===== src/rtl/fbase_pkg.sv =====
package fbase_pkg;

  localparam int unsigned REG_AW = 3;

  typedef enum logic [REG_AW-1:0] {
    OFS_UP_PEND = 3'd0,
    OFS_LO_PEND = 3'd1,
    OFS_UP_ACT  = 3'd2,
    OFS_LO_ACT  = 3'd3,
    OFS_IRQ_EN  = 3'd4,
    OFS_RAW     = 3'd5,
    OFS_MASKED  = 3'd6,
    OFS_CLR     = 3'd7
  } reg_ofs_e;

  // Next value of a sticky status bit: a set always beats a clear.
  function automatic logic sticky_next(input logic cur, input logic set, input logic clr);
    return set | (cur & ~clr);
  endfunction

endpackage


===== src/rtl/fbase_bank.sv =====
module fbase_bank #(
  parameter int unsigned ADDR_W     = 32,
  parameter int unsigned ALIGN_BITS = 2
) (
  input  logic              clk,
  input  logic              rst_n,
  input  logic              wr_i,
  input  logic [ADDR_W-1:0] wdata_i,
  input  logic              latch_i,
  output logic [ADDR_W-1:0] pend_o,
  output logic [ADDR_W-1:0] act_o
);

  localparam logic [ADDR_W-1:0] ALIGN_MASK = ~((ADDR_W'(1) << ALIGN_BITS) - ADDR_W'(1));

  function automatic logic [ADDR_W-1:0] word_align(input logic [ADDR_W-1:0] a);
    return a & ALIGN_MASK;
  endfunction

  logic [ADDR_W-1:0] pend_q, act_q;

  always_ff @(posedge clk) begin
    if (!rst_n) begin
      pend_q <= '0;
      act_q  <= '0;
    end else begin
      if (latch_i) act_q  <= pend_q;
      if (wr_i)    pend_q <= word_align(wdata_i);
    end
  end

  assign pend_o = pend_q;
  assign act_o  = act_q;

  assert_hold_R1: assert property (@(posedge clk) disable iff (!rst_n)
    !latch_i |=> $stable(act_o));
  assert_latch_R1: assert property (@(posedge clk) disable iff (!rst_n)
    latch_i |=> act_o == $past(pend_o));
  assert_align_R9: assert property (@(posedge clk) disable iff (!rst_n)
    pend_o[ALIGN_BITS-1:0] == '0);

endmodule


===== src/rtl/fbase_irq.sv =====
module fbase_irq
  import fbase_pkg::*;
(
  input  logic clk,
  input  logic rst_n,
  input  logic evt_i,
  input  logic en_wr_i,
  input  logic en_bit_i,
  input  logic clr_wr_i,
  input  logic clr_bit_i,
  output logic en_o,
  output logic raw_o,
  output logic masked_o
);

  logic en_q, raw_q;
  logic clr_evt;

  assign clr_evt = clr_wr_i & clr_bit_i;

  always_ff @(posedge clk) begin
    if (!rst_n) begin
      en_q  <= 1'b0;
      raw_q <= 1'b0;
    end else begin
      if (en_wr_i) en_q <= en_bit_i;
      raw_q <= sticky_next(raw_q, evt_i, clr_evt);
    end
  end

  assign en_o     = en_q;
  assign raw_o    = raw_q;
  assign masked_o = raw_q & en_q;

  assert_set_R2: assert property (@(posedge clk) disable iff (!rst_n)
    evt_i |=> raw_o);
  assert_clear_R5: assert property (@(posedge clk) disable iff (!rst_n)
    (clr_evt && !evt_i) |=> !raw_o);
  assert_setwins_R7: assert property (@(posedge clk) disable iff (!rst_n)
    (clr_evt && evt_i) |=> raw_o);
  assert_mask_R6: assert property (@(posedge clk) disable iff (!rst_n)
    (en_wr_i && !en_bit_i) |=> !masked_o);
  assert_fire_R4: assert property (@(posedge clk) disable iff (!rst_n)
    (evt_i && en_o && !(en_wr_i && !en_bit_i)) |=> masked_o);

endmodule


===== src/rtl/fbase_rdmux.sv =====
module fbase_rdmux
  import fbase_pkg::*;
#(
  parameter int unsigned ADDR_W = 32
) (
  input  logic [REG_AW-1:0] addr_i,
  input  logic [ADDR_W-1:0] up_pend_i,
  input  logic [ADDR_W-1:0] lo_pend_i,
  input  logic [ADDR_W-1:0] up_act_i,
  input  logic [ADDR_W-1:0] lo_act_i,
  input  logic              en_i,
  input  logic              raw_i,
  input  logic              masked_i,
  output logic [ADDR_W-1:0] rdata_o
);

  always_comb begin
    unique case (reg_ofs_e'(addr_i))
      OFS_UP_PEND: rdata_o = up_pend_i;
      OFS_LO_PEND: rdata_o = lo_pend_i;
      OFS_UP_ACT:  rdata_o = up_act_i;
      OFS_LO_ACT:  rdata_o = lo_act_i;
      OFS_IRQ_EN:  rdata_o = {{(ADDR_W-1){1'b0}}, en_i};
      OFS_RAW:     rdata_o = {{(ADDR_W-1){1'b0}}, raw_i};
      OFS_MASKED:  rdata_o = {{(ADDR_W-1){1'b0}}, masked_i};
      default:     rdata_o = '0;
    endcase
  end

endmodule


===== src/rtl/fbase_latch_ctrl.sv =====
module fbase_latch_ctrl
  import fbase_pkg::*;
#(
  parameter int unsigned ADDR_W     = 32,
  parameter int unsigned ALIGN_BITS = 2
) (
  input  logic              clk,
  input  logic              rst_n,
  input  logic              reg_wr_en,
  input  logic [2:0]        reg_addr,
  input  logic [ADDR_W-1:0] reg_wdata,
  output logic [ADDR_W-1:0] reg_rdata,
  input  logic              vsync_i,
  output logic [ADDR_W-1:0] upper_base_o,
  output logic [ADDR_W-1:0] lower_base_o,
  output logic              irq_o
);

  localparam int unsigned NUM_PANELS = 2;

  logic                latch_evt;
  logic [ADDR_W-1:0]   pend [NUM_PANELS];
  logic [ADDR_W-1:0]   act  [NUM_PANELS];
  logic                en_wr, clr_wr;
  logic                en_q, raw_q, masked;

  assign latch_evt = vsync_i;
  assign en_wr     = reg_wr_en && (reg_addr == OFS_IRQ_EN);
  assign clr_wr    = reg_wr_en && (reg_addr == OFS_CLR);

  for (genvar g = 0; g < NUM_PANELS; g++) begin : g_panel
    logic bank_wr;
    assign bank_wr = reg_wr_en && (reg_addr == REG_AW'(g));
    fbase_bank #(.ADDR_W(ADDR_W), .ALIGN_BITS(ALIGN_BITS)) u_bank (
      .clk     (clk),
      .rst_n   (rst_n),
      .wr_i    (bank_wr),
      .wdata_i (reg_wdata),
      .latch_i (latch_evt),
      .pend_o  (pend[g]),
      .act_o   (act[g])
    );
  end

  fbase_irq u_irq (
    .clk       (clk),
    .rst_n     (rst_n),
    .evt_i     (latch_evt),
    .en_wr_i   (en_wr),
    .en_bit_i  (reg_wdata[0]),
    .clr_wr_i  (clr_wr),
    .clr_bit_i (reg_wdata[0]),
    .en_o      (en_q),
    .raw_o     (raw_q),
    .masked_o  (masked)
  );

  fbase_rdmux #(.ADDR_W(ADDR_W)) u_rdmux (
    .addr_i    (reg_addr),
    .up_pend_i (pend[0]),
    .lo_pend_i (pend[1]),
    .up_act_i  (act[0]),
    .lo_act_i  (act[1]),
    .en_i      (en_q),
    .raw_i     (raw_q),
    .masked_i  (masked),
    .rdata_o   (reg_rdata)
  );

  assign upper_base_o = act[0];
  assign lower_base_o = act[1];
  assign irq_o        = masked;

  assert_ro_up_R8: assert property (@(posedge clk) disable iff (!rst_n)
    (reg_wr_en && reg_addr == OFS_UP_ACT && !vsync_i) |=> $stable(upper_base_o));
  assert_ro_lo_R8: assert property (@(posedge clk) disable iff (!rst_n)
    (reg_wr_en && reg_addr == OFS_LO_ACT && !vsync_i) |=> $stable(lower_base_o));
  assert_sep_R3: assert property (@(posedge clk) disable iff (!rst_n)
    (reg_wr_en && reg_addr == OFS_UP_PEND) |=> $stable(pend[1]));

endmodule


===== config.mk =====
export PLATFORM = sky130hd
export DESIGN_NAME = fbase_latch_ctrl
export DESIGN_NICKNAME = d
export VERILOG_FILES = /design/src/rtl/fbase_pkg.sv /design/src/rtl/fbase_bank.sv /design/src/rtl/fbase_irq.sv /design/src/rtl/fbase_rdmux.sv /design/src/rtl/fbase_latch_ctrl.sv
export SDC_FILE = /design/constraint.sdc
export NUM_CORES = 1
export LEC_CHECK = 0
export BUFFER_PORTS_ARGS = -buffer_cell sky130_fd_sc_hd__buf_4
export CAP_MARGIN = 40
export CORE_ASPECT_RATIO = 1.25
export CORE_MARGIN = 1
export CORE_UTILIZATION = 50
export DETAILED_ROUTE_END_ITERATION = 7
export HOLD_SLACK_MARGIN = 0.06
export PLACE_DENSITY = 0.83
export SLEW_MARGIN = 20
export SYNTH_ARGS = -nofsm -noshare
export SYNTH_HDL_FRONTEND = slang
export SYNTH_SLANG_ARGS = --single-unit
export TNS_END_PERCENT = 5

===== constraint.sdc =====
create_clock -name clk -period 1.3 [get_ports clk]
set_input_delay 0.065 -clock clk [delete_from_list [all_inputs] [get_ports clk]]
set_output_delay 0.065 -clock clk [all_outputs]
set_load 0.05 [all_outputs]

After elaboration in Yosys (flattened, before gate mapping)
Index checks and enable logic that the tools add are counted.

Eq/ne operators: 7. Mux-type cells: 1. Bitwise logic cells: 5. Reductions and logical operators: 5.

Operators with widths (number): $pmux W32 S7 (1); $eq A3 B3 Y1 const B (4); $eq A3 B2 Y1 const B (2); $logic_and A1 B1 Y1 (4); $and A1 B1 Y1 (3); $eq A3 B1 Y1 const B (1); $logic_not A3 Y1 (1); $not A1 Y1 (1); $or A1 B1 Y1 (1).

Flip-flop bits (word level): 122. Bits of input ports: 39. Output and inout bits: 97. Word-level logic and storage cells: 24.

Logic depth before layout (Yosys ltp)
Gate-level depths: netlist of run 1.

Depth in word-level cells: 6. Depth in mapped cells: 5. Mapped depth without buffers: 3.

By module
Synthesis of run 1 repeated with hierarchy kept, for this count alone.

Cells, all modules: 493. Area, all modules: 5914.4 sq um.

By module, submodules not included: fbase_bank (times used 2, cells an instance 199, area each 2376.0 sq um, seq. area each 1201.2 sq um); fbase_rdmux (times used 1, cells an instance 83, area each 1036.0 sq um, seq. area each 0.0 sq um); fbase_irq (times used 1, cells an instance 8, area each 77.6 sq um, seq. area each 40.0 sq um); fbase_latch_ctrl (times used 1, cells an instance 4, area each 48.8 sq um, seq. area each 0.0 sq um).

Worst setup path after synthesis of run 1
Ideal clock, no wire load.

Path kind: input port to output port. Start point: input port reg_addr[0]. End point: output port reg_rdata[0]. Arrival time: 1.731 ns. Required time: 1.235 ns. Path slack: -0.496 ns. Stages: 4. Path buffers: 2. Cells stage by stage: buf_2 > buf_2 > nand3b_1 > a21boi_0.

Word-level cells in the longest chain between the ends: 2. Elaborated cells between the ends (all ways): 8. Those cells by class: 6 x eq/ne; 1 x mux; 1 x reduce/logical.

RTL lines: start: declaration (RTL line fbase_latch_ctrl.sv:10) `input logic [2:0] reg_addr,`; $eq A3 B3 Y1 (tied with other cells) (RTL line fbase_rdmux.sv:18) `unique case (reg_ofs_e'(addr_i))`; $pmux W32 S7 * (RTL line fbase_rdmux.sv:18); end: declaration (RTL line fbase_latch_ctrl.sv:12) `output logic [ADDR_W-1:0] reg_rdata,`.

Every way passes the cells marked *; elsewhere a longest branch is shown, timed or not.

Final worst setup path of run 1
Start point: register u_irq.raw_q (netlist: u_irq.raw_o). End point: output port reg_rdata[0].

Word-level cells in the longest chain between the ends: 2.

RTL lines: start: declaration (RTL line fbase_irq.sv:16) `logic en_q, raw_q;`; start signal: assignment (RTL line fbase_irq.sv:27) `raw_q <= sticky_next(raw_q, evt_i, clr_evt);`; $and A1 B1 Y1 (RTL line fbase_irq.sv:33) `assign masked_o = raw_q & en_q;`; $pmux W32 S7 * (RTL line fbase_rdmux.sv:18).

Marked as above.

==> key figures, run 1 <==
Logic synthesis
  – Gate Count Post-Synth: 588
  – Mean post-synth cell area: 9.61 um^2
  – Post-synthesis register bit count: 122
  – Synth Flop Type: dfxtp_1
  – Main combinational cell family by area after synthesis: multiplexers
  – Yosys cell types: 27
  – Cell Area, Synth: 0.00565 mm^2
  – Seq/Total Area, Yosys: 43.2%
  – Post-synth EDFFs: 0
  – XOR/XNOR Fraction of Synth Area: 0%
  – Yosys top cell by area: dfxtp_1
  – Synth top area share: 43.2%
  – Compound-Gate Fraction of Synth Area: 11.1%
  – Post-synthesis mux area share: 21.3%
  – Synth warn: 0
  – Ys async rst share: 0%
  – Top cells by area, synth: dfxtp_1 (43%), mux2i_1 (21%), nor2b_1 (6.6%)
  – Post-Synth Simple-Gate Area: 18.8%
  – Synth Area in Adders: 0%

Setup path
  – RR Startpoint: u_irq.raw_o
  – Reg-to-Reg End: u_irq.raw_o
  – Cells on worst reg2reg path: 3
  – CP max FO: 3
  – CP startpoint: u_irq.raw_o
  – CP arrival: 1.30 ns
  – Crit Path Category: flop to primary output
  – Req. time, crit path: 1.24 ns
  – R2r setup slk: 0.50 ns
  – Worst Setup EP: reg_rdata[0]
  – Crit path capture type: primary output
  – CP Launch Type: flop

Timing
  – Final worst slack: -0.0614 ns
  – Clock Skews: 0.00587 ns
  – Final Hold Fails: 0
  – Crit path time final: 1.36 ns
  – RSZ-0062 raised after global routing: true
  – Final setup viols: 3
  – Final hold slack: 0.107 ns
  – Tcrit/Tclk final: 105%
  – Final slew viol count: 0
  – Fmax: 0.735 GHz

Floorplanning
  – DIE AREA: 0.0117 mm^2
  – Die H: 121 um
  – Cell Rows: 43
  – Initial Utilization: 51.2%
  – Core Region: 0.0110 mm^2
  – Die width: 97.1 um
  – I/O Pins: 136

GRT
  – Grt total ovfl: 0
  – Vias in the first global route: 4900
  – Largest net degree at the start of global routing: 42
  – Total global-route track usage: 25.3%
  – First-pass GRT wire length: 23.6 mm
  – Initial antenna violation count: 0

Clock tree
  – Clock sinks: 122
  – H-tree levels: 4
  – Clk Latency, worst-skew pair: 0.41 ns
  – CTS tree: yes
  – CTS Buf Count: 17
  – CTS Root Cell: clkbuf_16
  – Clock Tree Buf Depth: 2
  – Clock transition at the registers of the reported paths: 0.05 ns

Finish
  – Ant. Diodes: 0
  – Layout cells sized above 1: 45.7%
  – Final core occ: 74.9%
  – Synth-to-layout area growth: 46.3%
  – Final #Nets: 775
  – Fill cells: 677

Pwr
  – Power Density: 1180 mW/mm^2
  – Power Total: 0.00972 W
  – Pleak: 3.43 nW
  – Max IR drop VDD: 873 uV

Routing
  – # DRC: 0
  – Post-route ant nets: 0
  – Wire per inst: 17.2 um
  – Initial DRC Count: 241
  – Post-DR vias/cell: 5.56
  – Routed WL: 15.2 mm
  – Vias: 4911
  – Pre-Repair DR Iteration Count: 4

Placement
  – Hpwl dp: 9.18 mm
  – Post-place setup slack: 0.00187 ns
  – PortBufs: 129
  – Routability cong.: 0.753

Run
  – Max-Cap Viols: 0

Worst hold path
  – Hold WC Path Type: input pin to flop

Status
  – Status: complete, but fails checks
  – Failing checks: negative setup slack
worst min-delay path by stage:
stage	from	end	slack (ns)	cells after the start
after floorplan	reg_addr[2]	u_irq.raw_o	0.17	1
after global placement	reg_wr_en	u_irq.raw_o	0.29	2
after detailed placement	reg_wdata[21]	g_panel[1].u_bank.pend_o[21]	0.30	3
after CTS	reg_addr[1]	u_irq.raw_o	0.08	3
after global routing	rst_n	g_panel[0].u_bank.pend_o[6]	0.11	3
final	rst_n	g_panel[1].u_bank.pend_o[5]	0.11	3
kinds of logic after synthesis:
family                 Yosys count
multiplexers                   120
buffers and inverters           59
AO/OA/AOI/OAI                   94
flip-flops                     122
other                            1
AND/OR/NAND/NOR                192
metrics by stage:
step	cell area, um^2	TNS (ns)	cells
final	8260	-0.110	884
after global routing	8260	-0.488	884
after CTS	8130	-0.0557	884
after detailed placement	7080	0	818
after global placement	7080	0	818
after floorplan	5860	-0.902	592
routing by layer:
metal  vias to the layer above  GRT usage, %  wire, um
li1                       2349             -         -
met1                      2360          28.8      6140
met2                       166          44.0      7860
met3                        36          6.30       808
met4                         0          12.5       386
met5                         -             0         0
final cells by class:
| type | count | area [um^2] | share of cell area, % |
|---|---|---|---|
| clock inverters | 8 | 115 | 1.39 |
| clock buffers | 24 | 492 | 5.95 |
| multi-input cells | 411 | 3130 | 37.9 |
| repair buffers | 184 | 1810 | 21.9 |
| flip-flops and latches | 122 | 2540 | 30.8 |
| well taps | 135 | 169 | 2.04 |
critical path, stage by stage (launching register included):
cell and delay [ns]:
dfxtp_2 0.33, or2b_1 0.22, nand3b_1 0.11, a21boi_2 0.07, buf_6 0.15
cells in the final DEF (no fill, tap or decap):
| master | synthesis | routed |
|---|---|---|
| nand3b_1 | 2 | 2 |
| o21ai_1 | 1 | 1 |
| mux2i_1 | 120 | 115 |
| a21boi_2 | 0 | 1 |
| or2b_2 | 0 | 1 |
| nand2_1 | 61 | 61 |
| nand3_1 | 48 | 48 |
| or2_2 | 1 | 1 |
| clkbuf_16 | 0 | 17 |
| or4b_4 | 0 | 1 |
| bufinv_16 | 0 | 3 |
| clkinv_2 | 0 | 5 |
| o21ai_2 | 30 | 30 |
| o22ai_2 | 0 | 30 |
| and4bb_2 | 1 | 1 |
| nor2b_1 | 60 | 60 |
| dfxtp_2 | 0 | 76 |
| or2b_1 | 2 | 1 |
| conb_1 | 1 | 5 |
| a31oi_1 | 1 | 1 |
| buf_6 | 6 | 32 |
| and2_1 | 1 | 1 |
| clkbuf_8 | 0 | 4 |
| dfxtp_4 | 0 | 2 |
| nor4bb_4 | 0 | 1 |
| dlygate4sd3_1 | 0 | 33 |
| o21ai_0 | 31 | 31 |
| clkbuf_1 | 29 | 3 |
| dfxtp_1 | 122 | 44 |
| nand3_2 | 13 | 13 |
| buf_12 | 0 | 18 |
| mux2i_2 | 0 | 5 |
| and4b_1 | 1 | 1 |
| buf_4 | 5 | 101 |
flip-flops by register name (all words and copies together), names as in the netlist:
register,count
u_irq.en_o,1
g_panel.u_bank.act_o,60
u_irq.raw_o,1
g_panel.u_bank.pend_o,60
Yosys cell counts (2+ instances only):
master and instances:
clkbuf_1 29, o22ai_1 30, buf_2 17, o21ai_0 31, o21ai_2 30, nand3_1 48
or2b_1 2, nor2b_1 60, nand2_1 61, nand3b_1 2, dfxtp_1 122, buf_6 6
buf_4 5, nand3_2 13, mux2i_1 120
report_power, final:
| group | switching [W] | total [W] | internal [W] |
|---|---|---|---|
| Combinational | 0.000578 | 0.00105 | 0.000468 |
| Clock | 0.00161 | 0.00481 | 0.00320 |
| Sequential | 0.0000535 | 0.00386 | 0.00381 |
timing repair:
| item | 4_1_cts | 5_1_grt |
|---|---|---|
| setup buffers | 1 | 0 |
| hold endpoints to repair | 62 | 0 |
| gates resized for setup | 37 | 80 |
| cloned | 0 | 0 |
| endpoints found under the setup margin | 26 | 32 |
| pin swaps | 1 | 2 |
| hold buffers | 33 | 0 |
Power figures use the tool's default switching activity.
==> run 2, diff against run 1 <==
==> constraint.sdc (replaced) <==
create_clock -name clk -period 1.3 [get_ports clk]
set_input_delay 0.065 -clock clk [delete_from_list [all_inputs] [get_ports clk]]
set_output_delay 0.065 -clock clk [all_outputs]
set_load 0.005 [all_outputs]
==> key figures, run 2 (synthesis gave the netlist of run 1 again) <==
Status
  – Status: complete, but fails checks
  – Failing checks: negative setup slack

Timing
  – Crit path time final: 1.35 ns
  – RSZ-0062 raised after global routing: true
  – Clock Skews: 0.00463 ns
  – Final Hold Fails: 0
  – Setup tns final: -0.0490 ns
  – Tcrit/Tclk final: 104%
  – Final worst slack: -0.0490 ns
  – Final slew viol count: 0
  – Fmax: 0.741 GHz
  – Final setup viols: 1

Placement
  – Routability cong.: 0.778
  – PortBufs: 129
  – Hpwl dp: 8.65 mm
  – Inst Count DP: 813

Routing
  – Routed WL: 13.9 mm
  – Vias: 4746
  – Wire per inst: 15.8 um
  – Pre-Repair DR Iteration Count: 5
  – Post-route ant nets: 0
  – Post-DR vias/cell: 5.41
  – # DRC: 0
  – Initial DRC Count: 264

Setup path
  – CP max FO: 4
  – Req. time, crit path: 1.24 ns
  – Crit Path Category: flop to primary output
  – CP Launch Type: flop
  – Crit path capture type: primary output
  – CP arrival: 1.28 ns
  – R2r setup slk: 0.37 ns

Clock tree
  – CTS Buf Count: 17
  – Clock sinks: 122
  – Clk Latency, worst-skew pair: 0.41 ns
  – CTS Root Cell: clkbuf_16
  – Clock transition at the registers of the reported paths: 0.05 ns
  – Clock Tree Buf Depth: 2
  – H-tree levels: 4
  – Post-CTS setup buffers: 0
  – CTS tree: yes

Finish
  – Final #Nets: 769
  – Ant. Diodes: 0
  – Commonest non-fill, non-tap cell in the layout: buf_4
  – Layout cells sized above 1: 32.6%
  – Synth-to-layout area growth: 36.4%
  – Finished Layout Cells: 878
  – Most frequent cells in the layout: buf_4 (135), mux2i_1 (120), dfxtp_1 (105), nand2_1 (61), nor2b_1 (60)
  – Final core occ: 69.9%

Floorplanning
  – Core Region: 0.0110 mm^2
  – Die width: 97.1 um
  – Initial Utilization: 51.2%
  – I/O Pins: 136
  – Die H: 121 um
  – Cell Rows: 43
  – DIE AREA: 0.0117 mm^2

Worst hold path
  – Hold WC Path Type: input pin to flop

GRT
  – Initial antenna violation count: 0
  – Vias in the first global route: 4736
  – Grt total ovfl: 0
  – Total global-route track usage: 23.7%
  – Largest net degree at the start of global routing: 91
  – First-pass GRT wire length: 22.2 mm

Pwr
  – Power Density: 1220 mW/mm^2
  – Pleak: 3.29 nW
  – Power Total: 0.00938 W
  – Max IR drop VDD: 1060 uV

Run
  – Max-Cap Viols: 0
[run 2: report_power, final]
| group | internal (W) | switching [W] |
|---|---|---|
| Clock | 0.00304 | 0.00166 |
| Combinational | 0.000409 | 0.000407 |
| Sequential | 0.00381 | 0.0000511 |
| Total | 0.00726 | 0.00212 |
[run 2: per-stage QoR]
stage / hold slack, ns / worst slack (ns) / area (um^2)
2_1_floorplan: 0.166 / 0.177 / 5660
3_3_place_gp: 0.278 / 0.0220 / 6750
3_5_place_dp: 0.296 / 0.00952 / 6750
4_1_cts: 0.106 / -0.0150 / 7670
5_1_grt: 0.136 / -0.107 / 7710
6_report: 0.134 / -0.0490 / 7710
[run 2: critical path, cell delays in order (launching register included)]
cell	delay (ns)
dfxtp_2	0.34
or2b_1	0.22
nand3b_1	0.11
a21boi_2	0.07
buf_4	0.13
[run 2: per-layer routing]
| layer | vias up | global-route usage, % | wire length, um |
|---|---|---|---|
| met2 | 150 | 40.9 | 7020 |
| met5 | - | 0 | 0 |
| met4 | 0 | 13.3 | 289 |
| met3 | 23 | 5.09 | 660 |
| li1 | 2343 | - | - |
| met1 | 2230 | 27.2 | 5890 |
[run 2: layout make-up]
type	count	area, um^2
Sequential cell	122	2460
Clock buffer	19	443
Clock inverter	13	151
Timing Repair Buffer	178	1550
Multi-Input combinational cell	411	2930
Tap cell	135	169
Fill cell	765	3320
[run 2: repair_timing]
item | in CTS | in global routing
endpoints found under the hold margin | 62 | 0
resized for setup | 3 | 18
setup endpoints to repair | 3 | 16
pin swaps | 1 | 2
hold buffers | 33 | 0
[run 2: final timing paths]
path,cells past startpoint,from,end
setup / recovery,4,u_irq.raw_o,reg_rdata[0]
hold reg to reg,2,g_panel[0].u_bank.pend_o[31],g_panel[0].u_bank.pend_o[31]
setup reg to reg,3,u_irq.raw_o,u_irq.raw_o
hold / removal,3,vsync_i,g_panel[1].u_bank.act_o[28]
